**src/rtl/mrt_pkg.sv**
```systemverilog
package mrt_pkg;

  typedef enum logic [1:0] {
    RQ_FETCH = 2'd0,
    RQ_LOAD  = 2'd1,
    RQ_STORE = 2'd2,
    RQ_RMW   = 2'd3
  } rq_kind_e;

  typedef enum logic [1:0] {
    CC_FETCH  = 2'd0,
    CC_LOAD   = 2'd1,
    CC_STORE  = 2'd2,
    CC_ATOMIC = 2'd3
  } cc_class_e;

  typedef enum logic [1:0] {
    AM_USER   = 2'd0,
    AM_SUPER  = 2'd1,
    AM_DEVICE = 2'd2,
    AM_RSVD   = 2'd3
  } am_mode_e;

  function automatic cc_class_e to_class(rq_kind_e k);
    case (k)
      RQ_FETCH: return CC_FETCH;
      RQ_LOAD:  return CC_LOAD;
      RQ_STORE: return CC_STORE;
      default:  return CC_ATOMIC;
    endcase
  endfunction

  function automatic logic uses_wr_table(rq_kind_e k);
    return (k == RQ_STORE) || (k == RQ_RMW);
  endfunction

  // device and reserved modes travel as user mode
  function automatic logic is_super(am_mode_e m);
    return m == AM_SUPER;
  endfunction

endpackage

```
**src/rtl/mrt_table.sv**
```systemverilog
module mrt_table #(
  parameter int N      = 4,
  parameter int LW     = 13,
  parameter int PW     = 15,
  parameter int TS_W   = 16,
  parameter int THRESH = 32,
  localparam int CW    = $clog2(N + 1)
) (
  input  logic            clk,
  input  logic            rst_n,
  input  logic            ins_en,
  input  logic [LW-1:0]   ins_line,
  input  logic [PW-1:0]   ins_pay,
  input  logic [TS_W-1:0] now,
  input  logic [LW-1:0]   probe_line,
  output logic            probe_hit,
  input  logic            rm_en,
  input  logic [LW-1:0]   rm_line,
  output logic            rm_hit,
  output logic [PW-1:0]   rm_pay,
  output logic [TS_W-1:0] rm_ts,
  output logic            old_any,
  output logic [CW-1:0]   occ
);
  localparam logic [TS_W-1:0] THR = TS_W'(THRESH);

  logic [N-1:0]    vld;
  logic [LW-1:0]   line_q [N];
  logic [PW-1:0]   pay_q  [N];
  logic [TS_W-1:0] ts_q   [N];
  logic [N-1:0]    ins_sel, rm_sel;

  always_comb begin
    logic taken;
    taken     = 1'b0;
    probe_hit = 1'b0;
    old_any   = 1'b0;
    rm_pay    = '0;
    rm_ts     = '0;
    occ       = '0;
    for (int i = 0; i < N; i++) begin
      ins_sel[i] = !vld[i] && !taken;
      taken      = taken | !vld[i];
      rm_sel[i]  = vld[i] && (line_q[i] == rm_line);
      if (vld[i] && (line_q[i] == probe_line)) probe_hit = 1'b1;
      if (vld[i] && ((now - ts_q[i]) >= THR)) old_any = 1'b1;
      if (rm_sel[i]) begin
        rm_pay = rm_pay | pay_q[i];
        rm_ts  = rm_ts | ts_q[i];
      end
      occ = occ + CW'(vld[i]);
    end
  end

  assign rm_hit = |rm_sel;

  always_ff @(posedge clk or negedge rst_n) begin
    if (!rst_n) begin
      vld <= '0;
      for (int i = 0; i < N; i++) begin
        line_q[i] <= '0;
        pay_q[i]  <= '0;
        ts_q[i]   <= '0;
      end
    end else begin
      for (int i = 0; i < N; i++) begin
        if (rm_en && rm_sel[i]) vld[i] <= 1'b0;
        if (ins_en && ins_sel[i]) begin
          vld[i]    <= 1'b1;
          line_q[i] <= ins_line;
          pay_q[i]  <= ins_pay;
          ts_q[i]   <= now;
        end
      end
    end
  end

endmodule

```
**src/rtl/mrt_lanes.sv**
```systemverilog
module mrt_lanes #(
  parameter int LB    = 8,
  localparam int OW   = $clog2(LB),
  localparam int LENW = $clog2(LB + 1),
  localparam int DW   = LB * 8
) (
  input  logic [DW-1:0]   line,
  input  logic [OW-1:0]   off,
  input  logic [LENW-1:0] len,
  input  logic [DW-1:0]   wdata,
  output logic [DW-1:0]   rd_bytes,
  output logic [DW-1:0]   merged
);
  logic [DW-1:0]   shifted, wsh;
  logic [LENW:0]   off_x, len_x, end_x;

  assign shifted = line >> {off, 3'b000};
  assign wsh     = wdata << {off, 3'b000};
  assign off_x   = (LENW + 1)'(off);
  assign len_x   = {1'b0, len};
  assign end_x   = off_x + len_x;

  for (genvar b = 0; b < LB; b++) begin : g_byte
    localparam logic [LENW:0] BI = (LENW + 1)'(b);
    assign rd_bytes[b*8 +: 8] = (BI < len_x) ? shifted[b*8 +: 8] : 8'h00;
    assign merged[b*8 +: 8]   = (BI >= off_x && BI < end_x) ? wsh[b*8 +: 8]
                                                            : line[b*8 +: 8];
  end

endmodule

```
**src/rtl/mrt_watchdog.sv**
```systemverilog
module mrt_watchdog #(
  parameter int THRESH = 32,
  localparam int CW    = $clog2(THRESH)
) (
  input  logic clk,
  input  logic rst_n,
  input  logic busy,
  input  logic old_any,
  output logic dl_flag
);
  logic [CW-1:0] tick;

  always_ff @(posedge clk or negedge rst_n) begin
    if (!rst_n) begin
      tick    <= '0;
      dl_flag <= 1'b0;
    end else if (!busy) begin
      tick <= '0;
    end else if (tick == CW'(THRESH - 1)) begin
      tick <= '0;
      if (old_any) dl_flag <= 1'b1;
    end else begin
      tick <= tick + 1'b1;
    end
  end

endmodule

```
**src/rtl/mrt_tracker.sv**
```systemverilog
module mrt_tracker #(
  parameter int ADDR_W     = 16,
  parameter int LINE_BYTES = 8,
  parameter int MAX_OUT    = 4,
  parameter int ID_W       = 8,
  parameter int TS_W       = 16,
  parameter int DL_THRESH  = 32,
  localparam int OFF_W     = $clog2(LINE_BYTES),
  localparam int LA_W      = ADDR_W - OFF_W,
  localparam int LEN_W     = $clog2(LINE_BYTES + 1),
  localparam int DW        = LINE_BYTES * 8
) (
  input  logic              clk,
  input  logic              rst_n,
  input  logic              req_valid,
  output logic              req_ready,
  input  logic [ADDR_W-1:0] req_addr,
  input  logic [1:0]        req_type,
  input  logic [1:0]        req_mode,
  input  logic [LEN_W-1:0]  req_len,
  input  logic [DW-1:0]     req_wdata,
  output logic [ID_W-1:0]   acc_id,
  output logic              iss_valid,
  output logic [LA_W-1:0]   iss_line,
  output logic [OFF_W-1:0]  iss_off,
  output logic [LEN_W-1:0]  iss_len,
  output logic [1:0]        iss_class,
  output logic              iss_super,
  input  logic              cpl_valid,
  input  logic              cpl_wr,
  input  logic [LA_W-1:0]   cpl_line,
  input  logic [DW-1:0]     cpl_data,
  output logic              rsp_valid,
  output logic [ID_W-1:0]   rsp_id,
  output logic [DW-1:0]     rsp_data,
  output logic [TS_W-1:0]   rsp_lat,
  output logic              rsp_lat_vld,
  output logic              cpl_err,
  output logic              dl_flag
);
  import mrt_pkg::*;

  localparam int CNT_W = $clog2(MAX_OUT + 1);
  localparam int RPW   = ID_W + OFF_W + LEN_W;
  localparam int WPW   = RPW + DW;

  logic [LA_W-1:0]  req_line;
  logic [OFF_W-1:0] req_off;
  rq_kind_e         kind;
  logic             to_wr, legal, room, acc, retire, hit_any;
  logic             ph_r, ph_w, rh_r, rh_w, old_r, old_w;
  logic [CNT_W-1:0] occ_r, occ_w, occ_tot;
  logic [ID_W-1:0]  id_q;
  logic [TS_W-1:0]  now_q;
  logic [RPW-1:0]   rpay_out;
  logic [WPW-1:0]   wpay_out;
  logic [TS_W-1:0]  ts_r, ts_w, sel_ts;
  logic [ID_W-1:0]  r_id, w_id, sel_id;
  logic [OFF_W-1:0] r_off, w_off, sel_off;
  logic [LEN_W-1:0] r_len, w_len, sel_len;
  logic [DW-1:0]    w_dat, rd_bytes, merged;

  assign req_line = req_addr[ADDR_W-1:OFF_W];
  assign req_off  = req_addr[OFF_W-1:0];
  assign kind     = rq_kind_e'(req_type);
  assign to_wr    = uses_wr_table(kind);
  assign legal    = (req_len != '0) &&
                    (((LEN_W + 1)'(req_off) + {1'b0, req_len}) <= (LEN_W + 1)'(LINE_BYTES));
  assign occ_tot  = occ_r + occ_w;
  assign room     = occ_tot < CNT_W'(MAX_OUT);
  assign req_ready = room && !ph_r && !ph_w && legal;
  assign acc      = req_valid && req_ready;
  assign acc_id   = id_q;
  assign hit_any  = cpl_wr ? rh_w : rh_r;
  assign retire   = cpl_valid && hit_any;

  mrt_table #(.N(MAX_OUT), .LW(LA_W), .PW(RPW), .TS_W(TS_W), .THRESH(DL_THRESH)) u_rd (
    .clk(clk), .rst_n(rst_n),
    .ins_en(acc && !to_wr), .ins_line(req_line), .ins_pay({id_q, req_off, req_len}),
    .now(now_q), .probe_line(req_line), .probe_hit(ph_r),
    .rm_en(cpl_valid && !cpl_wr), .rm_line(cpl_line), .rm_hit(rh_r),
    .rm_pay(rpay_out), .rm_ts(ts_r), .old_any(old_r), .occ(occ_r)
  );

  mrt_table #(.N(MAX_OUT), .LW(LA_W), .PW(WPW), .TS_W(TS_W), .THRESH(DL_THRESH)) u_wr (
    .clk(clk), .rst_n(rst_n),
    .ins_en(acc && to_wr), .ins_line(req_line), .ins_pay({id_q, req_off, req_len, req_wdata}),
    .now(now_q), .probe_line(req_line), .probe_hit(ph_w),
    .rm_en(cpl_valid && cpl_wr), .rm_line(cpl_line), .rm_hit(rh_w),
    .rm_pay(wpay_out), .rm_ts(ts_w), .old_any(old_w), .occ(occ_w)
  );

  assign {r_id, r_off, r_len}        = rpay_out;
  assign {w_id, w_off, w_len, w_dat} = wpay_out;
  assign sel_id  = cpl_wr ? w_id  : r_id;
  assign sel_off = cpl_wr ? w_off : r_off;
  assign sel_len = cpl_wr ? w_len : r_len;
  assign sel_ts  = cpl_wr ? ts_w  : ts_r;

  mrt_lanes #(.LB(LINE_BYTES)) u_lanes (
    .line(cpl_data), .off(sel_off), .len(sel_len), .wdata(w_dat),
    .rd_bytes(rd_bytes), .merged(merged)
  );

  mrt_watchdog #(.THRESH(DL_THRESH)) u_wd (
    .clk(clk), .rst_n(rst_n), .busy(occ_tot != '0),
    .old_any(old_r || old_w), .dl_flag(dl_flag)
  );

  always_ff @(posedge clk or negedge rst_n) begin
    if (!rst_n) begin
      id_q        <= '0;
      now_q       <= '0;
      iss_valid   <= 1'b0;
      iss_line    <= '0;
      iss_off     <= '0;
      iss_len     <= '0;
      iss_class   <= '0;
      iss_super   <= 1'b0;
      rsp_valid   <= 1'b0;
      rsp_id      <= '0;
      rsp_data    <= '0;
      rsp_lat     <= '0;
      rsp_lat_vld <= 1'b0;
      cpl_err     <= 1'b0;
    end else begin
      now_q     <= now_q + 1'b1;
      iss_valid <= acc;
      if (acc) begin
        id_q      <= id_q + 1'b1;
        iss_line  <= req_line;
        iss_off   <= req_off;
        iss_len   <= req_len;
        iss_class <= to_class(kind);
        iss_super <= is_super(am_mode_e'(req_mode));
      end
      rsp_valid   <= retire;
      rsp_lat_vld <= retire && ((now_q - sel_ts) != '0);
      cpl_err     <= cpl_valid && !hit_any;
      if (retire) begin
        rsp_id   <= sel_id;
        rsp_data <= cpl_wr ? merged : rd_bytes;
        rsp_lat  <= now_q - sel_ts;
      end
    end
  end

endmodule

```
**config.mk**
```make
export PLATFORM = sky130hd
export DESIGN_NAME = mrt_tracker
export DESIGN_NICKNAME = d
export VERILOG_FILES = /design/src/rtl/mrt_pkg.sv /design/src/rtl/mrt_table.sv /design/src/rtl/mrt_lanes.sv /design/src/rtl/mrt_watchdog.sv /design/src/rtl/mrt_tracker.sv
export SDC_FILE = /design/constraint.sdc
export NUM_CORES = 2
export LEC_CHECK = 0
export BUFFER_PORTS_ARGS = -buffer_cell sky130_fd_sc_hd__buf_2
export CORE_AREA = 2 2 325 359
export DETAILED_ROUTE_END_ITERATION = 16
export DIE_AREA = 0 0 327 361
export RECOVER_POWER = 100
export SETUP_SLACK_MARGIN = 0.02
export SLEW_MARGIN = 10
export SYNTH_ARGS = -nofsm -noshare
export SYNTH_HDL_FRONTEND = slang
export SYNTH_SLANG_ARGS = --single-unit
```
**constraint.sdc**
```tcl
create_clock -name clk -period 6.55 [get_ports clk]
set_input_delay 0.3275 -clock clk [delete_from_list [all_inputs] [get_ports clk]]
set_output_delay 0.3275 -clock clk [all_outputs]
set_load 0.03 [all_outputs]
```
### Word-level counts from Yosys, hierarchy flattened

Cells that the tools add are included.
W data, S select, Z words.

| word-level totals | value |
|---|---|
| input port bits | 170 |
| word-level logic and storage cells | 315 |
| bits in registers | 761 |
| output and inout port bits | 125 |

| cells by class | value |
|---|---|
| $lt $le $gt $ge | 34 |
| shift-type cells | 2 |
| bitwise operators | 16 |
| reductions and logical operators | 100 |
| equal/unequal tests | 21 |
| mux-type cells | 73 |
| add/sub/neg operators | 21 |

Operators with widths:

| cell | number |
|---|---|
| $mux W79 | 4 |
| $or A79 B79 Y79 | 3 |
| $eq A13 B13 Y1 | 16 |
| $mux W16 | 9 |
| $sub A16 B16 Y16 | 9 |
| $mux W8 | 17 |
| $ge A16 B6 Y1 const B | 8 |
| $or A16 B16 Y16 | 6 |
| $logic_and A1 B1 Y1 | 66 |
| $mux W64 | 1 |
| $shl A64 B6 Y64 | 1 |
| $shr A64 B6 Y64 | 1 |
| $mux W15 | 4 |
| $or A15 B15 Y15 | 3 |
| $mux W1 | 33 |
| $lt A3 B5 Y1 const A | 4 |
| $logic_not A1 Y1 | 17 |
| $add A16 B1 Y16 const B | 1 |
| $lt A3 B4 Y1 const A | 4 |
| $reduce_bool A16 Y1 | 1 |
| $reduce_bool A2 Y1 | 8 |
| $add A3 B1 Y3 | 4 |
| $ge A3 B3 Y1 const A | 4 |
| $add A3 B4 Y5 | 2 |
| other kinds (26) | 41 |

### Logic depth before layout (Yosys ltp)

| logic depth | value |
|---|---|
| depth in word-level cells | 15 |
| gate-level depth with buffers | 24 |
| gate-level depth less buffers | 19 |

### By module

A second synthesis with hierarchy kept.

| second synthesis, totals | value |
|---|---|
| cells, all modules | 4,359 |
| area, all modules | 46,158.0 um^2 |

Modules (own cells, without submodules):

| module | cells an instance | sequential area each (um^2) | instances | area each (um^2) |
|---|---|---|---|---|
| mrt_table (u_wr) | 1,938 | 10,910.5 | 1 | 22,494.1 |
| mrt_table (u_rd) | 1,146 | 4,504.3 | 1 | 11,663.7 |
| mrt_tracker | 686 | 3,478.3 | 1 | 7,263.2 |
| mrt_lanes | 569 | 0.0 | 1 | 4,476.8 |
| mrt_watchdog | 20 | 150.1 | 1 | 260.2 |

### Worst setup path after synthesis

No wires, ideal clock.

| timing path | value |
|---|---|
| path type | register -> register |
| start | register u_rd.vld[1] |
| end | register u_wr.ts_q[10] (netlist bit) |
| arrival time | 4.540 ns |
| setup time | 0.125 ns |
| period minus slack after synthesis | 4.664 ns |
| slack | 1.886 ns |
| data required time | 6.425 ns |
| path buffers | 4 |
| stages on the path, launching flop included | 22 |
| cells stage by stage | dfrtp_1 clkbuf_1 inv_1 ha_1 inv_1 fa_1 inv_1 fa_1 inv_1 ha_1 inv_1 fa_1 xor2_1 nor4_1 nand4_1 nor2_2 nand3_1 nor3_1 buf_2 buf_2 buf_2 mux2_2 |

| on the way | value |
|---|---|
| word-level cells in the longest chain between the ends | 11 |
| elaborated cells on any way between the ends | 16 |
| those cells by class | 4 x add/sub; 1 x order compare; 3 x mux; 8 x reduce/logical |

RTL lines:

| element | line | RTL |
|---|---|---|
| from (decl) | mrt_table.sv:27 | `logic [N-1:0] vld;` |
| from (signal assigned) | mrt_table.sv:59 | `vld <= '0;` |
| from (signal, indexed assignment) | mrt_table.sv:67 | `if (rm_en && rm_sel[i]) vld[i] <= 1'b0;` |
| from (signal, indexed assignment) | mrt_table.sv:69 | `vld[i] <= 1'b1;` |
| $add A1 B1 Y2 or $logic_and A1 B1 Y1 (tied branches) | mrt_table.sv:51, mrt_table.sv:45 |  |
| $add A3 B1 Y3 or $mux W1 (tied branches) (2 in series) | mrt_table.sv:51, mrt_table.sv:45 |  |
| $add A3 B3 Y3 or $mux W1 (tied branches) | mrt_tracker.sv:69, mrt_table.sv:45 |  |
| $lt A3 B3 Y1 or $logic_not A1 Y1 (tied branches) | mrt_tracker.sv:70, mrt_tracker.sv:71 |  |
| $logic_and A1 B1 Y1 * (3 in series) | mrt_tracker.sv:71 | `assign req_ready = room && !ph_r && !ph_w && legal;` |
| $logic_and A1 B1 Y1 * | mrt_tracker.sv:72 | `assign acc = req_valid && req_ready;` |
| $logic_and A1 B1 Y1 * | mrt_tracker.sv:87 | `.ins_en(acc && to_wr), .ins_line(req_line), .ins_pay({id_q, req_off, req_len, req_wdata}),` |
| $logic_and A1 B1 Y1 * | mrt_table.sv:68 | `if (ins_en && ins_sel[i]) begin` |
| to (signal, indexed assignment) | mrt_table.sv:72 | `ts_q[i] <= now;` |
| to (decl) | mrt_table.sv:30 | `logic [TS_W-1:0] ts_q [N];` |

Every way passes the cells marked *; elsewhere a longest branch is shown, timed or not.
A chain may end at the register's enable or synchronous reset.

### Worst setup path after layout

| timing path | value |
|---|---|
| start | register u_rd.line_q[29] (netlist bit) |
| end | register rsp_data[24] |

| on the way | value |
|---|---|
| word-level cells in the longest chain between the ends | 13 |
| elaborated cells on any way between the ends | 22 |
| those cells by class | 1 x add/sub; 3 x order compare; 1 x eq/ne; 2 x shift; 9 x mux; 2 x bitwise; 4 x reduce/logical |

RTL lines:

| element | line | RTL |
|---|---|---|
| from (decl) | mrt_table.sv:28 | `logic [LW-1:0] line_q [N];` |
| from (signal, indexed assignment) | mrt_table.sv:70 | `line_q[i] <= ins_line;` |
| $eq A13 B13 Y1 * | mrt_table.sv:44 | `rm_sel[i] = vld[i] && (line_q[i] == rm_line);` |
| $logic_and A1 B1 Y1 * | mrt_table.sv:44 |  |
| $mux W15 | mrt_table.sv:47 | `if (rm_sel[i]) begin` |
| $or A15 B15 Y15 | mrt_table.sv:48 | `rm_pay = rm_pay \| pay_q[i];` |
| $mux W15 | mrt_table.sv:47 |  |
| $or A15 B15 Y15 | mrt_table.sv:48 |  |
| $mux W15 | mrt_table.sv:47 |  |
| $mux W3 or $mux W4 (tied branches) | mrt_tracker.sv:96, mrt_tracker.sv:97 |  |
| $add A3 B4 Y5 | mrt_lanes.sv:21 | `assign end_x = off_x + len_x;` |
| $lt A2 B5 Y1 | mrt_lanes.sv:26 | `assign merged[b*8 +: 8] = (BI >= off_x && BI < end_x) ? wsh[b*8 +: 8]` |
| $logic_and A1 B1 Y1 | mrt_lanes.sv:26 |  |
| $mux W8 | mrt_lanes.sv:26 |  |
| $mux W64 | mrt_tracker.sv:142 | `rsp_data <= cpl_wr ? merged : rd_bytes;` |
| to (signal assigned) | mrt_tracker.sv:142 |  |
| to (decl) | mrt_tracker.sv:35 | `output logic [DW-1:0] rsp_data,` |

Marks and branches as above.

==> results by group <==
Timing
  – # setup viols final: 0
  – Worst slew pin tran: between 4 and 5 ns
  – Fmax: between 150 and 200 MHz
  – Period utilization: 0.9192
  – Final Skew: between 0.02 and 0.025 ns
  – Fin worst setup slack: 0.5295 ns
  – Slew headroom: -1.708
  – Setup TNS: 0 ns
  – RSZ-0062 raised after global routing: no
  – Final hold violations: 0
  – Fin crit period: around 6 ns
  – Max-slew violations: 356

Worst setup path
  – Cells on worst reg2reg path: 16
  – Crit path DAT: between 6 and 7 ns
  – Worst Setup EP: rsp_data[24]$_DFFE_PN0P_
  – CP max stage delay: roughly 1.2 ns
  – Worst path depth: 16
  – Critical path startpoint: u_rd.line_q[29]$_DFFE_PN0P_
  – Crit path launch type: register
  – RR Startpoint: u_rd.line_q[29]$_DFFE_PN0P_
  – WP buf/inv: 3
  – Top Family by Delay on Critical Path: simple AND/OR/NAND/NOR gates
  – Worst R2R End: rsp_data[24]$_DFFE_PN0P_
  – CP cell instances: xnor2_1, nand4_1, nor4_4, clkbuf_1, clkbuf_1, a22oi_1, nand2_1, o21ai_0, inv_1, ha_1, xor2_1, nor3_1, and2_0, nor2_1, a31oi_1, a22o_1
  – Crit Path Category: reg -> reg
  – Worst-path maximum fanout: 16
  – CP Capture Type: register
  – Slowest-stage cell, CP: nor2_1
  – CP most frequent cell: clkbuf_1
  – Req. time, crit path: between 7 and 8 ns
  – R2R Setup Slk: roughly 0.53 ns

Yosys
  – Netlist cell types: 102
  – EDFF count, synth: 0
  – Yosys warning total: 0
  – Mapped Avg Cell Area: 10.32 um2
  – Register area share after synthesis: 0.4184
  – Synth Net Count: approximately 4,700
  – Seq cells post-synth: between 700 and 800
  – Top_reg_cell synth: dfrtp_1
  – Post-Syn Area: approximately 0.046 mm2
  – Post-Synthesis Cells: between 4,000 and 5,000
  – Synth async-reset ratio: 1.000

GRT
  – Initial antenna violation count: 15
  – First-pass GRT wire length: ~230,000 um
  – GRT Util Overall: 0.2512
  – Number of global-route vias before repair: 35,520
  – Largest net degree at the start of global routing: around 160
  – GR Overflow Total: 0

Final layout
  – Fill cells: about 11,000
  – Fraction of layout cells with a size suffix above 1: 0.2255
  – Fin cells: ~6,200
  – Nets@finish: approximately 5,000
  – Most common cell after layout, fill and taps aside: dfrtp_1
  – Synth-to-layout area growth: 13.42%
  – Commonest non-fill, non-tap cells in the layout: dfrtp_1 (761), mux2_2 (621), nand2_1 (323)

Placement
  – Placed cells: 5,997
  – Port Buffers: 294
  – Gpl congestion: about 0.94
  – Dpl ws: roughly 1.1 ns
  – DP HPWL: about 110,000 um

CTS
  – Root Driver: clkbuf_16
  – H-tree depth: 3
  – Clk_lat worst skew: 0.68 ns
  – CTS tree: done
  – Clock-pin transition on the worst setup and hold timing paths: roughly 0.06 ns
  – Post_cts resized: 0
  – CTS Sinks: approximately 760
  – Deepest clock path buffer count: 3
  – CTS Buf Count: 85

Floorplan
  – # IOs: approximately 300
  – Die height: 361 um
  – Row Count: 130
  – Die Wd: between 300 and 400 um
  – Initial core utilization: 0.3991
  – CORE AREA: approximately 0.11 mm2
  – Die area: 0.1180 mm2

Power
  – Power density over the cells: approximately 330 mW/mm2
  – Leak pwr: between 20 and 25 nW
  – Peak supply drop: approximately 260 uV

Run
  – Max Cap Violations: 8

Detailed routing
  – Vias: about 37,000
  – Pre-antenna DRT Iters: 6
  – Remaining DRCs: 0
  – Via-per-instance ratio: a little under 6
  – Routed Antenna Nets: 0
  – Per-cell routed wire length: between 20 and 25 um
  – Final wirelength: 152,300 um
  – Starting DRT DRC Count: 3,670

Outcome
  – Violated checks: capacitance limit, slew limit
  – Status: complete, but fails checks

Hold path
  – HP Class: in -> reg
==> cell type report <==
type / count / area (um2) / area share
clock buffers: 120 / 2481 / 0.04807
multi-input cells: 3147 / 24320 / 0.4712
repair buffers: 450 / 2758 / 0.05343
inverters: 194 / 730.7 / 0.01416
well taps: 1518 / 1899 / 0.03680
clock inverters: 29 / 369.1 / 0.007151
diodes: 6 / 15.01 / 0.0002909
flip-flops and latches: 761 / 19040 / 0.3689
==> how the worst min path moves through the flow <==
stage                             endpoint  slack, ns  depth (start not counted)     startpoint
2_1_floorplan        acc_id[0]$_DFFE_PN0P_       0.03                          0          rst_n
3_3_place_gp   u_rd.line_q[50]$_DFFE_PN0P_       0.34                          1          rst_n
3_5_place_dp   u_rd.line_q[50]$_DFFE_PN0P_       0.34                          1          rst_n
4_1_cts        u_wr.pay_q[141]$_DFFE_PN0P_       0.01                          2  req_wdata[62]
5_1_grt        u_wr.pay_q[141]$_DFFE_PN0P_       0.04                          2  req_wdata[62]
6_report           rsp_data[5]$_DFFE_PN0P_       0.03                          4    cpl_data[5]
==> logic make-up after synthesis <==
family | share of synthesized area
AO/OA/AOI/OAI | 0.1524
XOR/XNOR | 0.05331
adder cells (fa/ha/maj) | 0.04784
buffers and inverters | 0.04825
flip-flops | 0.4184
multiplexers | 0.1695
AND/OR/NAND/NOR | 0.1102
==> flip-flops by register name, summed over array words and instances, names as in the netlist, 2 cells and up <==
signal / cells
now_q: 16
rsp_id: 8
u_wr.line_q: 52
acc_id: 8
u_wr.ts_q: 64
u_rd.ts_q: 64
u_rd.vld: 4
rsp_data: 64
iss_off: 3
u_rd.line_q: 52
u_wd.tick: 5
u_wr.pay_q: 316
iss_len: 4
u_wr.vld: 4
iss_class: 2
rsp_lat: 16
iss_line: 13
u_rd.pay_q: 60
==> synthesized netlist by cell type, types with 121 or more instances <==
master	number	area, um2
nor2_1	140	525.5
inv_1	191	716.9
nand2_1	323	1212
a21oi_1	149	745.7
buf_2	121	605.6
a22oi_1	276	2072
clkbuf_1	126	473.0
nand3_1	136	680.7
ha_1	150	1877
dfrtp_1	761	19040
o21ai_0	181	905.9
mux2_2	622	7004
xnor2_1	193	1690
==> power by group <==
part	switching, mW	internal [mW]
Clock	2.05	2.88
Sequential	0.995	6.01
Combinational	2.63	2.38
==> metrics by stage <==
| step | utilization | hold slack, ns | area [um2] | power (mW) |
|---|---|---|---|---|
| detailed placement | 0.4239 | 0.3367 | 48330 | 12.06 |
| global placement | 0.4239 | 0.3397 | 48330 | 11.91 |
| finish | 0.4527 | 0.02899 | 51620 | 16.94 |
| floorplan | - | 0.03191 | 45510 | 10.56 |
| global route | 0.4527 | 0.03674 | 51610 | 17.90 |
| CTS | 0.4553 | 0.009887 | 51910 | 17.07 |
==> repair_timing <==
action,in CTS,in global routing
hold buffers,73,0
endpoints found under the hold margin,320,0
buffers inserted,0,0
==> worst register-to-register path, delay by kind of cell, from the launching register on <==
| kind | cells | cell delay, ns |
|---|---|---|
| fa+ha+maj | 1 | 0.25 |
| flops | 1 | 0.41 |
| xor+xnor | 2 | 0.46 |
| compound gates | 4 | 1.09 |
| buf+inv | 3 | 1.01 |
| simple gates | 6 | 2.70 |
==> layer usage <==
metal / wire (um) / track usage
met5: 80 / 0
met4: 5622 / 0.09039
met3: 10680 / 0.04748
met2: 68660 / 0.3895
met1: 67230 / 0.3492
(Power assumes the default switching activity.)
